File: src/rtl/bcd_pkg.sv
package bcd_pkg;
    typedef enum logic [1:0] {
        ST_IDLE   = 2'd0,
        ST_OPCODE = 2'd1,
        ST_ENTRY  = 2'd2,
        ST_JUMP   = 2'd3
    } seq_state_e;
endpackage

File: src/rtl/bcd_regs.sv
module bcd_regs #(
    parameter int ADDR_W = 16
) (
    input  logic              clk,
    input  logic              rst_n,
    input  logic              vpc_we,
    input  logic              base_we,
    input  logic              vpc_inc,
    input  logic [ADDR_W-1:0] acc,
    output logic [ADDR_W-1:0] vpc_q_o,
    output logic [ADDR_W-1:0] base_q_o,
    output logic [ADDR_W-1:0] fetch_addr_o
);
    typedef struct packed {
        logic [ADDR_W-1:0] vpc;
        logic [ADDR_W-1:0] base;
    } regs_t;

    regs_t r_d, r_q;

    always_comb begin
        r_d = r_q;
        if (vpc_we)       r_d.vpc = acc;
        else if (vpc_inc) r_d.vpc = r_q.vpc + 1'b1;
        if (base_we)      r_d.base = acc;
    end

    always_ff @(posedge clk or negedge rst_n) begin
        if (!rst_n) r_q <= '0;
        else        r_q <= r_d;
    end

    assign vpc_q_o      = r_q.vpc;
    assign base_q_o     = r_q.base;
    assign fetch_addr_o = vpc_we ? acc : r_q.vpc;


    wr_inc_excl_chk: assert property (@(posedge clk) disable iff (!rst_n)
        !(vpc_we && vpc_inc));


    vpc_step_chk: assert property (@(posedge clk) disable iff (!rst_n)
        vpc_inc |=> (vpc_q_o == $past(vpc_q_o) + 1'b1));
endmodule

File: src/rtl/bcd_addr_gen.sv
module bcd_addr_gen #(
    parameter int ADDR_W = 16,
    parameter int BC_W   = 8
) (
    input  logic [ADDR_W-1:0] base,
    input  logic [BC_W-1:0]   opcode,
    output logic [ADDR_W-1:0] entry
);
    localparam int ENTRY_BYTES = ADDR_W / 8;

    generate
        if ((ENTRY_BYTES & (ENTRY_BYTES - 1)) == 0) begin : g_shift
            localparam int SH = $clog2(ENTRY_BYTES);
            assign entry = base + (ADDR_W'(opcode) << SH);
        end else begin : g_mult
            assign entry = base + ADDR_W'(ADDR_W'(opcode) * ENTRY_BYTES);
        end
    endgenerate
endmodule

File: src/rtl/bcd_seq.sv
module bcd_seq
    import bcd_pkg::*;
#(
    parameter int ADDR_W = 16,
    parameter int BC_W   = 8
) (
    input  logic              clk,
    input  logic              rst_n,
    input  logic              go,
    input  logic [ADDR_W-1:0] fetch_addr,
    input  logic [ADDR_W-1:0] entry_start,
    input  logic [BC_W-1:0]   pm_data,
    output logic              idle_o,
    output logic              pm_req_o,
    output logic [ADDR_W-1:0] pm_addr_o,
    output logic              vpc_inc_o,
    output logic              pc_load_o,
    output logic [ADDR_W-1:0] pc_target_o
);
    localparam int ENTRY_BYTES = ADDR_W / 8;
    localparam int IDX_W       = (ENTRY_BYTES > 1) ? $clog2(ENTRY_BYTES) : 1;
    localparam logic [IDX_W-1:0] LAST_IDX = IDX_W'(ENTRY_BYTES - 1);

    typedef struct packed {
        seq_state_e        st;
        logic [ADDR_W-1:0] entry;
        logic [IDX_W-1:0]  idx;
        logic [ADDR_W-1:0] target;
    } seq_t;

    seq_t s_d, s_q;

    always_comb begin
        s_d       = s_q;
        pm_req_o  = 1'b0;
        pm_addr_o = '0;
        vpc_inc_o = 1'b0;
        pc_load_o = 1'b0;
        unique case (s_q.st)
            ST_IDLE: begin
                if (go) begin
                    pm_req_o   = 1'b1;
                    pm_addr_o  = fetch_addr;
                    s_d.idx    = '0;
                    s_d.target = '0;
                    s_d.st     = ST_OPCODE;
                end
            end
            ST_OPCODE: begin
                s_d.entry = entry_start;
                pm_req_o  = 1'b1;
                pm_addr_o = entry_start;
                vpc_inc_o = 1'b1;
                s_d.st    = ST_ENTRY;
            end
            ST_ENTRY: begin
                s_d.target = s_q.target | (ADDR_W'(pm_data) << (8 * s_q.idx));
                if (s_q.idx == LAST_IDX) begin
                    s_d.st = ST_JUMP;
                end else begin
                    pm_req_o  = 1'b1;
                    pm_addr_o = s_q.entry + ADDR_W'(s_q.idx) + 1'b1;
                    s_d.idx   = s_q.idx + 1'b1;
                end
            end
            ST_JUMP: begin
                pc_load_o = 1'b1;
                s_d.st    = ST_IDLE;
            end
            default: s_d.st = ST_IDLE;
        endcase
    end

    always_ff @(posedge clk or negedge rst_n) begin
        if (!rst_n) s_q <= '{st: ST_IDLE, entry: '0, idx: '0, target: '0};
        else        s_q <= s_d;
    end

    assign idle_o      = (s_q.st == ST_IDLE);
    assign pc_target_o = s_q.target;


    redirect_pulse_chk: assert property (@(posedge clk) disable iff (!rst_n)
        pc_load_o |=> !pc_load_o);


    entry_step_chk: assert property (@(posedge clk) disable iff (!rst_n)
        (s_q.st == ST_ENTRY && pm_req_o) |-> (pm_addr_o == $past(pm_addr_o) + 1'b1));


    one_inc_chk: assert property (@(posedge clk) disable iff (!rst_n)
        vpc_inc_o |=> !vpc_inc_o);
endmodule

File: src/rtl/bc_dispatch.sv
module bc_dispatch #(
    parameter int ADDR_W = 16,
    parameter int BC_W   = 8
) (
    input  logic              clk,
    input  logic              rst_n,
    input  logic              dispatch_i,
    input  logic              vpc_load_i,
    input  logic              base_load_i,
    input  logic [ADDR_W-1:0] acc_i,
    output logic [ADDR_W-1:0] vpc_o,
    output logic              pm_req_o,
    output logic [ADDR_W-1:0] pm_addr_o,
    input  logic [BC_W-1:0]   pm_data_i,
    output logic              busy_o,
    output logic              pc_load_o,
    output logic [ADDR_W-1:0] pc_target_o
);
    logic              seq_idle, go, vpc_we, base_we, vpc_inc;
    logic [ADDR_W-1:0] base_q, fetch_addr, entry_start;

    assign go      = dispatch_i  & seq_idle;
    assign vpc_we  = vpc_load_i  & seq_idle;
    assign base_we = base_load_i & seq_idle;
    assign busy_o  = go | ~seq_idle;

    bcd_regs #(.ADDR_W(ADDR_W)) u_regs (
        .clk(clk), .rst_n(rst_n),
        .vpc_we(vpc_we), .base_we(base_we), .vpc_inc(vpc_inc),
        .acc(acc_i),
        .vpc_q_o(vpc_o), .base_q_o(base_q), .fetch_addr_o(fetch_addr)
    );

    bcd_addr_gen #(.ADDR_W(ADDR_W), .BC_W(BC_W)) u_addr (
        .base(base_q), .opcode(pm_data_i), .entry(entry_start)
    );

    bcd_seq #(.ADDR_W(ADDR_W), .BC_W(BC_W)) u_seq (
        .clk(clk), .rst_n(rst_n),
        .go(go), .fetch_addr(fetch_addr), .entry_start(entry_start),
        .pm_data(pm_data_i),
        .idle_o(seq_idle), .pm_req_o(pm_req_o), .pm_addr_o(pm_addr_o),
        .vpc_inc_o(vpc_inc), .pc_load_o(pc_load_o), .pc_target_o(pc_target_o)
    );


    busy_span_chk: assert property (@(posedge clk) disable iff (!rst_n)
        pc_load_o |-> busy_o);


    req_busy_chk: assert property (@(posedge clk) disable iff (!rst_n)
        pm_req_o |-> busy_o);


    base_hold_chk: assert property (@(posedge clk) disable iff (!rst_n)
        (!seq_idle && base_load_i) |=> $stable(base_q));
endmodule

File: config.mk
export PLATFORM = sky130hd
export DESIGN_NAME = bc_dispatch
export DESIGN_NICKNAME = d
export VERILOG_FILES = /design/src/rtl/bcd_pkg.sv /design/src/rtl/bcd_regs.sv /design/src/rtl/bcd_addr_gen.sv /design/src/rtl/bcd_seq.sv /design/src/rtl/bc_dispatch.sv
export SDC_FILE = /design/constraint.sdc
export NUM_CORES = 1
export LEC_CHECK = 0
export BUFFER_PORTS_ARGS = -buffer_cell sky130_fd_sc_hd__buf_2
export CORE_UTILIZATION = 46
export CTS_BUF_LIST = sky130_fd_sc_hd__clkbuf_8
export DETAILED_ROUTE_END_ITERATION = 6
export GPL_TIMING_DRIVEN = 0
export HOLD_SLACK_MARGIN = 0.08
export PLACE_DENSITY = 0.74
export SLEW_MARGIN = 40
export SYNTH_ARGS = -nofsm -noshare
export SYNTH_HDL_FRONTEND = slang
export SYNTH_SLANG_ARGS = --single-unit
File: constraint.sdc
create_clock -name clk -period 2.75 [get_ports clk]
set_input_delay 0.1375 -clock clk [delete_from_list [all_inputs] [get_ports clk]]
set_output_delay 0.1375 -clock clk [all_outputs]
set_load 0.01 [all_outputs]
* Yosys cells after proc, flatten, opt, wreduce, memory -nomap -nowiden
Cells that the tools add are included.
** Storage, ports and cells
- Input port bits :: 29
- Register bits :: 67
- Word-level logic and storage cells :: 45
** Operators by class
- Reductions and logical operators :: 5
- Add/subtract/negate cells :: 5
- Bitwise operators :: 6
- Shift operators :: 1
- Equal/unequal tests :: 5
- Muxes and demuxes :: 17
** Operators with widths (count)
- $mux 16 :: 5
- $pmux 16 s3 :: 1
- $pmux 17 s2 :: 1
- $add 16x1->16 const B :: 2
- $mux 17 :: 1
- $add 16x1->16 :: 1
- $add 16x9->16 :: 1
- $or 16x16->16 :: 1
- $shl 8x4->16 :: 1
- $pmux 2 s4 :: 1
- $mux 1 :: 5
- $eq 2x2->1 const B :: 2
- $mux 2 :: 2
- $ne 2x1->1 const B :: 2
- $reduce_and 2->1 :: 2
- $reduce_bool 2->1 :: 2
- $and 1x1->1 :: 3
- $pmux 1 s3 :: 1
- $eq 2x1->1 const B :: 1
- $logic_not 2->1 :: 1
- $add 1x1->1 const B :: 1
- $not 1->1 :: 1
- $or 1x1->1 :: 1

* Depth between registers and ports, before layout
Gate-level depths: netlist of the first run.
- Word-level depth :: 5
- Gate-level depth with buffers :: 9

* Hierarchy
From an unflattened synthesis of the first run, not the netlist that was laid out.
** Second synthesis, totals
- Cells, all modules :: 459
- Area, all modules :: 4310.4 sq um
** Modules (own cells, without submodules)
- bcd_seq :: area each 2124.5 sq um, times used 1, cells an instance 232
- bcd_regs :: area each 1702.9 sq um, times used 1, cells an instance 168
- bcd_addr_gen :: area each 457.9 sq um, times used 1, cells an instance 55
- bc_dispatch :: area each 25.0 sq um, times used 1, cells an instance 4

* Worst setup path before layout of the first run
Ideal clock, no wire load.
- Path kind :: register to output
- Start point :: reg u_regs.r_q (netlist bit u_regs.base_q_o[1])
- End point :: out pm_addr_o[11]
- Path slack :: 0.556 ns
- Cell stages (with the launch flop) :: 9
- Path buffers :: 0
- Arrival :: 2.056 ns
- Cell sequence :: dfrtp_1 ha_1 inv_1 fa_1 nor2b_1 o2111a_1 o211ai_1 a2111oi_0 a211o_1
** On the way
- Cells in the longest elaborated chain, start to end :: 2
** RTL lines
- start: declaration :: line bcd_regs.sv:19 : regs_t r_d, r_q;
- start signal: assignment :: line bcd_regs.sv:30 : else r_q <= r_d;
- $add 16x9->16 :: line bcd_addr_gen.sv:14 : assign entry = base + (ADDR_W'(opcode) << SH);
- $pmux 16 s3 :: line bcd_seq.sv:39 : unique case (s_q.st)
- end: declaration :: line bc_dispatch.sv:13 : output logic [ADDR_W-1:0] pm_addr_o,
Every way passes these cells.

* Worst setup path in the final report of the first run
Ends and elaborated chain as after synthesis.

==> results.json, run 1 <==
{
  "syn_avg_cell_area_um2": 8.75,
  "syn_inst": 490,
  "syn_area_um2": 4290,
  "core_area_um2": 8890,
  "diodes": 0,
  "finalSetupViolCount": 0,
  "dpl.hpwl_um": 9430,
  "layout_commonest_cell": "buf_2",
  "synth_flop_cell": "dfrtp_1",
  "dpl_cell_area_um2": 4840,
  "fin_area_um2": 5400,
  "max_freq_mhz": 367,
  "ys_ff_latch": 67,
  "rsz0062_at_grt": "true",
  "rows": 34,
  "slew_headroom_pct": 61.9,
  "use_met3_pct": 4.54,
  "path_cells": "ha_4 > inv_2 > fa_2 > nor2b_2 > o2111a_2 > o211ai_1 > a2111oi_2 > a211o_1 > buf_2",
  "drt_first_iter_violations": 371,
  "worstMarginPinSlew_ps": 571,
  "grt_pass1_wl_um": 20200,
  "tns_ps": 0,
  "finClkSkew_ps": 12.3,
  "root_buffer": "clkbuf_8",
  "yosysWarningCount": 0,
  "finalHoldViolCount": 0,
  "gp_congestion": 0.872,
  "use_met2_pct": 43.4,
  "synth_area_leaders": "dfrtp_1, nand2_1, o21ai_0, mux2_2, a21oi_1",
  "min_period_ps": 2730,
  "mostFrequentLayoutCells": "buf_2, dfrtp_1, nand2_1, o21ai_0, a21oi_1",
  "cts_sinks": 67,
  "grt_overflow_total": 0,
  "busiest_layer": "met2",
  "yosysSeqAreaShare_pct": 39.1,
  "hold_class": "input port to flip-flop",
  "io_pins": 80,
  "route.detailed.drc": 3,
  "status": "finished with violations",
  "die_w_um": 98.5,
  "ant_nets": 0,
  "violations": "design-rule violations",
  "wirelength_um": 12800,
  "h-tree-depth": 3,
  "cts_buffers": 9,
  "peakVddDrop_mv": 0.536,
  "wire_per_inst_um": 17.9,
  "crit_arrival_ps": 2590,
  "path_class": "flip-flop to primary output",
  "track_usage_pct": 27.2,
  "synth_top_area_share_pct": 39.1,
  "synth_fp_nets": 535,
  "cts_tree": "done",
  "crit_path_max_fanout": 3,
  "fp.dieH_um": 98.5,
  "synth-edff-count": 0,
  "antenna_found_initial": 0,
  "num_vias": 4170,
  "grt_max_degree": 42,
  "start_util_pct": 48.2,
  "via_per_inst": 5.82,
  "cp.required_ps": 2610,
  "fin_crit_sh_pct": 99.2,
  "clk_path_buf_depth": 2,
  "synth_top_area_cell": "dfrtp_1",
  "endpoint_kind": "primary output",
  "drv_slew": 0,
  "critPathLaunchType": "flip-flop",
  "dieArea_um2": 9710,
  "drive_gt1_share_pct": 28.0,
  "cap_violations": 0,
  "critical_path.slowest_cell": "dfrtp_1",
  "synthToLayoutAreaGrowth_pct": 26.0,
  "finalPower_mw": 6.73,
  "p_per_area_nw_per_um2": 1240,
  "clk_pin_slew_ps": 80,
  "p_leak_nw": 2.43,
  "grt_pass1_vias": 3984,
  "drt_first_pass_iters": 7,
  "slowest_delay_ps": 420,
  "synth_cell_type_count": 55,
  "nNetsFinal": 648,
  "synth_async_sr_flop_share_pct": 100,
  "use_met1_pct": 36.8,
  "io_buffers": 78,
  "clkLatencyLatePin_ps": 350
}
## sequential cells by signal, summed over array words and instances (netlist names)
signal,flops
u_regs.vpc_q_o,16
u_seq.pc_target_o,16
u_regs.base_q_o,16
u_seq.s_q,19
## metrics by stage
step | cells | setup slack [ps] | utilization, % | hold slack (ps)
4_1_cts | 715 | -28.4 | 59.4 | 110
6_report | 716 | 23.3 | 60.8 | 128
3_3_place_gp | 676 | 103 | 54.1 | 382
5_1_grt | 716 | -52.2 | 60.8 | 132
3_5_place_dp | 677 | 102 | 54.4 | 22.2
2_1_floorplan | 490 | 556 | - | -158
## cell usage after synthesis (4+ instances only)
library cell,n
buf_1,4
clkbuf_1,15
xor2_1,16
a221oi_1,4
nand2_1,66
nor2_1,25
nand3_1,17
dfrtp_1,67
a21o_1,4
o211ai_1,6
mux2_2,20
xnor2_1,13
o21ai_0,46
inv_1,19
ha_1,15
or3_1,5
mux2i_1,6
a31oi_1,9
nand2b_1,7
nor3_1,6
a21oi_1,42
buf_4,16
nand4_1,12
o2111ai_1,5
## power breakdown
group | total [mW] | switching [mW] | leakage, nW | internal [mW]
Sequential | 2.05 | 0.552 | 0.804 | 1.50
Combinational | 3.73 | 2.11 | 1.51 | 1.63
Clock | 0.942 | 0.405 | 0.114 | 0.537
Total | 6.73 | 3.06 | 2.43 | 3.66
## worst max-delay path, delay by kind of cell, from the launching register on
family                     cells  cell delay, ps
DFF                            1             420
buffers and inverters          2             160
and+or+nand+nor                1             170
AOI/OAI and AO/OA              4             940
adders and majority gates      2             560
## layer usage
metal | up-vias | part of all wire (%)
met5 | - | 0
met4 | 0 | 2.5
met3 | 29 | 6.3
met2 | 157 | 47
met1 | 2025 | 44
li1 | 1959 | -
## final cells by class
class / instances / area [µm²]
fill: 724 / 3490
buffer: 37 / 219
timing repair buffer: 103 / 643
inverter: 20 / 75.1
tap: 108 / 135
clock inverter: 6 / 88.8
multi-input combinational: 365 / 2430
sequential: 67 / 1680
clock buffer: 10 / 138
## logic make-up after synthesis
logic type                 Yosys count  share of synthesized area [%]
AOI/OAI and AO/OA                  136                           19.3
buffers and inverters               58                           6.71
DFF                                 67                           39.1
xor gates and xnor gates            29                           5.92
and+or+nand+nor                    158                           17.4
adders and majority gates           16                           4.84
muxes                               26                           6.65
## path summary, 6_finish.rpt
kind / start / to / slack [ps] / depth (start not counted)
max: u_regs.base_q_o[1] / pm_addr_o[11] / 20 / 9
min: pm_data_i[1] / u_seq.pc_target_o[9] / 130 / 3
max reg2reg: u_regs.base_q_o[1] / u_seq.s_q[22] / 590 / 11
min reg2reg: u_seq.pc_target_o[8] / u_seq.pc_target_o[8] / 520 / 2
max in group asynchronous: rst_n / u_seq.s_q[22] / 2020 / 3
min in group asynchronous: rst_n / u_regs.vpc_q_o[1] / 220 / 2
## repair_timing
item | 4_1_cts | 5_1_grt
pin swaps | 1 | 9
resized for setup | 8 | 27
setup endpoints to repair | 12 | 14
hold buffers | 17 | 0
setup buffers | 5 | 3
hold endpoints to repair | 99 | 0
Power figures use the tool's default switching activity.
==> run 2, diff against run 1 <==
--- a/config.mk
+++ b/config.mk
@@ -6,12 +6,12 @@
 export NUM_CORES = 1
 export LEC_CHECK = 0
 export BUFFER_PORTS_ARGS = -buffer_cell sky130_fd_sc_hd__buf_2
-export CORE_UTILIZATION = 46
+export CORE_UTILIZATION = 58
 export CTS_BUF_LIST = sky130_fd_sc_hd__clkbuf_8
 export DETAILED_ROUTE_END_ITERATION = 6
 export GPL_TIMING_DRIVEN = 0
 export HOLD_SLACK_MARGIN = 0.08
-export PLACE_DENSITY = 0.74
+export PLACE_DENSITY = 0.89
 export SLEW_MARGIN = 40
 export SYNTH_ARGS = -nofsm -noshare
 export SYNTH_HDL_FRONTEND = slang
==> results.json, run 2 (same netlist as run 1, synthesis figures left out) <==
{
  "gp_congestion": 1.01,
  "nFillCells": 474,
  "status": "finished with violations",
  "ant_nets": 0,
  "clk_pin_slew_ps": 80,
  "wl_met2_um": 6130,
  "grt_pass1_vias": 4216,
  "slew_headroom_pct": 60.9,
  "wire_per_inst_um": 19.7,
  "grt_max_degree": 38,
  "io_pins": 80,
  "top_register": "u_seq.s_q",
  "wirelength_um": 13800,
  "drv_slew": 0,
  "start_util_pct": 61.4,
  "grt_overflow_total": 0,
  "cts_sinks": 67,
  "num_vias": 4514,
  "drive_gt1_share_pct": 27.0,
  "p_leak_nw": 2.39,
  "track_usage_pct": 35.7,
  "core_area_um2": 6980,
  "cts_tree": "done",
  "worstMarginPinSlew_ps": 586,
  "peakVddDrop_mv": 0.696,
  "finalSetupViolCount": 1,
  "cts_buffers": 9,
  "root_buffer": "clkbuf_8",
  "drt_first_iter_violations": 746,
  "endpoint_kind": "primary output",
  "r2r_cells": 7,
  "min_period_ps": 2780,
  "route.detailed.drc": 20,
  "synthToLayoutAreaGrowth_pct": 24.4,
  "grt_pass1_wl_um": 20700,
  "dieArea_um2": 7740,
  "r2r-start": "u_seq.s_q[33]",
  "clkLatencyLatePin_ps": 350,
  "fp.dieH_um": 88.0,
  "endpoint": "pm_addr_o[11]",
  "finalPower_mw": 6.86,
  "hold_class": "input port to flip-flop",
  "via_per_inst": 6.46,
  "finClkSkew_ps": 9.57,
  "path_class": "flip-flop to primary output",
  "fin_crit_sh_pct": 101,
  "hold_ws_ps": 134,
  "reg2reg_slack_ps": 550,
  "nNetsFinal": 643,
  "rsz0062_at_grt": "true",
  "io_buffers": 78,
  "crit_start": "u_regs.base_q_o[1]",
  "layout_commonest_cell": "buf_2",
  "cap_violations": 0,
  "dpl.hpwl_um": 8910,
  "fin_ws_ps": -25.7,
  "diodes": 0,
  "largest_reg_flops": 19,
  "max_freq_mhz": 360,
  "clk_path_buf_depth": 2,
  "mostFrequentLayoutCells": "buf_2, dfrtp_1, nand2_1, o21ai_0, a21oi_1",
  "critPathLaunchType": "flip-flop",
  "cp.required_ps": 2610,
  "reg2reg_to": "u_seq.pc_target_o[7]",
  "violations": "design-rule violations, negative setup slack",
  "crit_path_max_fanout": 6,
  "antenna_found_initial": 0,
  "finalHoldViolCount": 0,
  "p_per_area_nw_per_um2": 1290,
  "dr_wl_met3_um": 1620,
  "crit_arrival_ps": 2640,
  "die_w_um": 88.0,
  "routedLengthMet1_um": 5390,
  "top_layer_used": "met4",
  "drt_first_pass_iters": 7,
  "h-tree-depth": 3,
  "rows": 30
}
## run 2: cell count changes in the layout (fill, tap and decap cells not counted), moves of 2 or more
cell / delta
ha_1: -4
buf_2: -3
buf_4: -3
clkbuf_2: +3
o2111ai_1: +3
o2111ai_2: -3
a21oi_1: +2
a21oi_2: -2
buf_6: -2
ha_2: +2
ha_4: +2
## run 2: repair_timing
item	4_1_cts	5_1_grt
hold buffers	17	0
pin swaps	2	3
setup buffers	1	1
hold endpoints to repair	59	0
gates resized for setup	9	21
setup endpoints to repair	10	16
## run 2: report_power, final
part	switching [mW]	leakage [nW]	internal (mW)
Sequential	0.591	0.804	1.50
Combinational	2.20	1.47	1.61
Clock	0.424	0.114	0.537
## run 2: layout make-up
cell class | instances | area (µm²) | share of cell area [%]
clock inverter | 6 | 88.8 | 1.67
sequential | 67 | 1680 | 31.4
inverter | 20 | 75.1 | 1.41
tap | 96 | 120 | 2.25
buffer | 37 | 219 | 4.11
multi-input combinational | 365 | 2420 | 45.3
clock buffer | 10 | 138 | 2.58
timing repair buffer | 98 | 598 | 11.2
## run 2: worst min-delay path by stage
| stage | startpoint | to | slack (ps) | depth (start not counted) |
|---|---|---|---|---|
| global route | pm_data_i[4] | u_seq.pc_target_o[4] | 140 | 3 |
| finish | pm_data_i[4] | u_seq.pc_target_o[4] | 130 | 3 |
| CTS | pm_data_i[4] | u_seq.pc_target_o[4] | 140 | 3 |
| global placement | acc_i[12] | u_regs.vpc_q_o[12] | 380 | 3 |
| floorplan | rst_n | u_regs.base_q_o[0] | -160 | 0 |
| detailed placement | rst_n | u_regs.vpc_q_o[0] | 100 | 1 |
## run 2: metal layers
layer,global-route usage [%],up-vias
li1,-,1955
met1,46.4,2109
met2,54.1,366
met3,9.43,84
met4,20.0,0
met5,0,-
## run 2: stage by stage
| step | std cells | instance area, µm² | TNS (ps) | utilization (%) | setup WS, ps |
|---|---|---|---|---|---|
| after global routing | 699 | 5330 | -180 | 76.4 | -113 |
| after detailed placement | 665 | 4820 | 0 | 69.1 | 153 |
| after floorplan | 490 | 4290 | 0 | - | 556 |
| final | 699 | 5330 | -25.7 | 76.4 | -25.7 |
| after CTS | 699 | 5250 | 0 | 75.1 | 8.46 |
| after global placement | 664 | 4800 | 0 | 68.7 | 112 |
## run 2: worst max-delay path, cell delays in order (launching register included)
cell	delay (ps)
dfrtp_1	410
ha_4	170
inv_2	40
fa_2	360
nor2b_2	160
o2111a_2	280
o211ai_1	160
a2111oi_2	410
a211o_1	160
buf_2	130
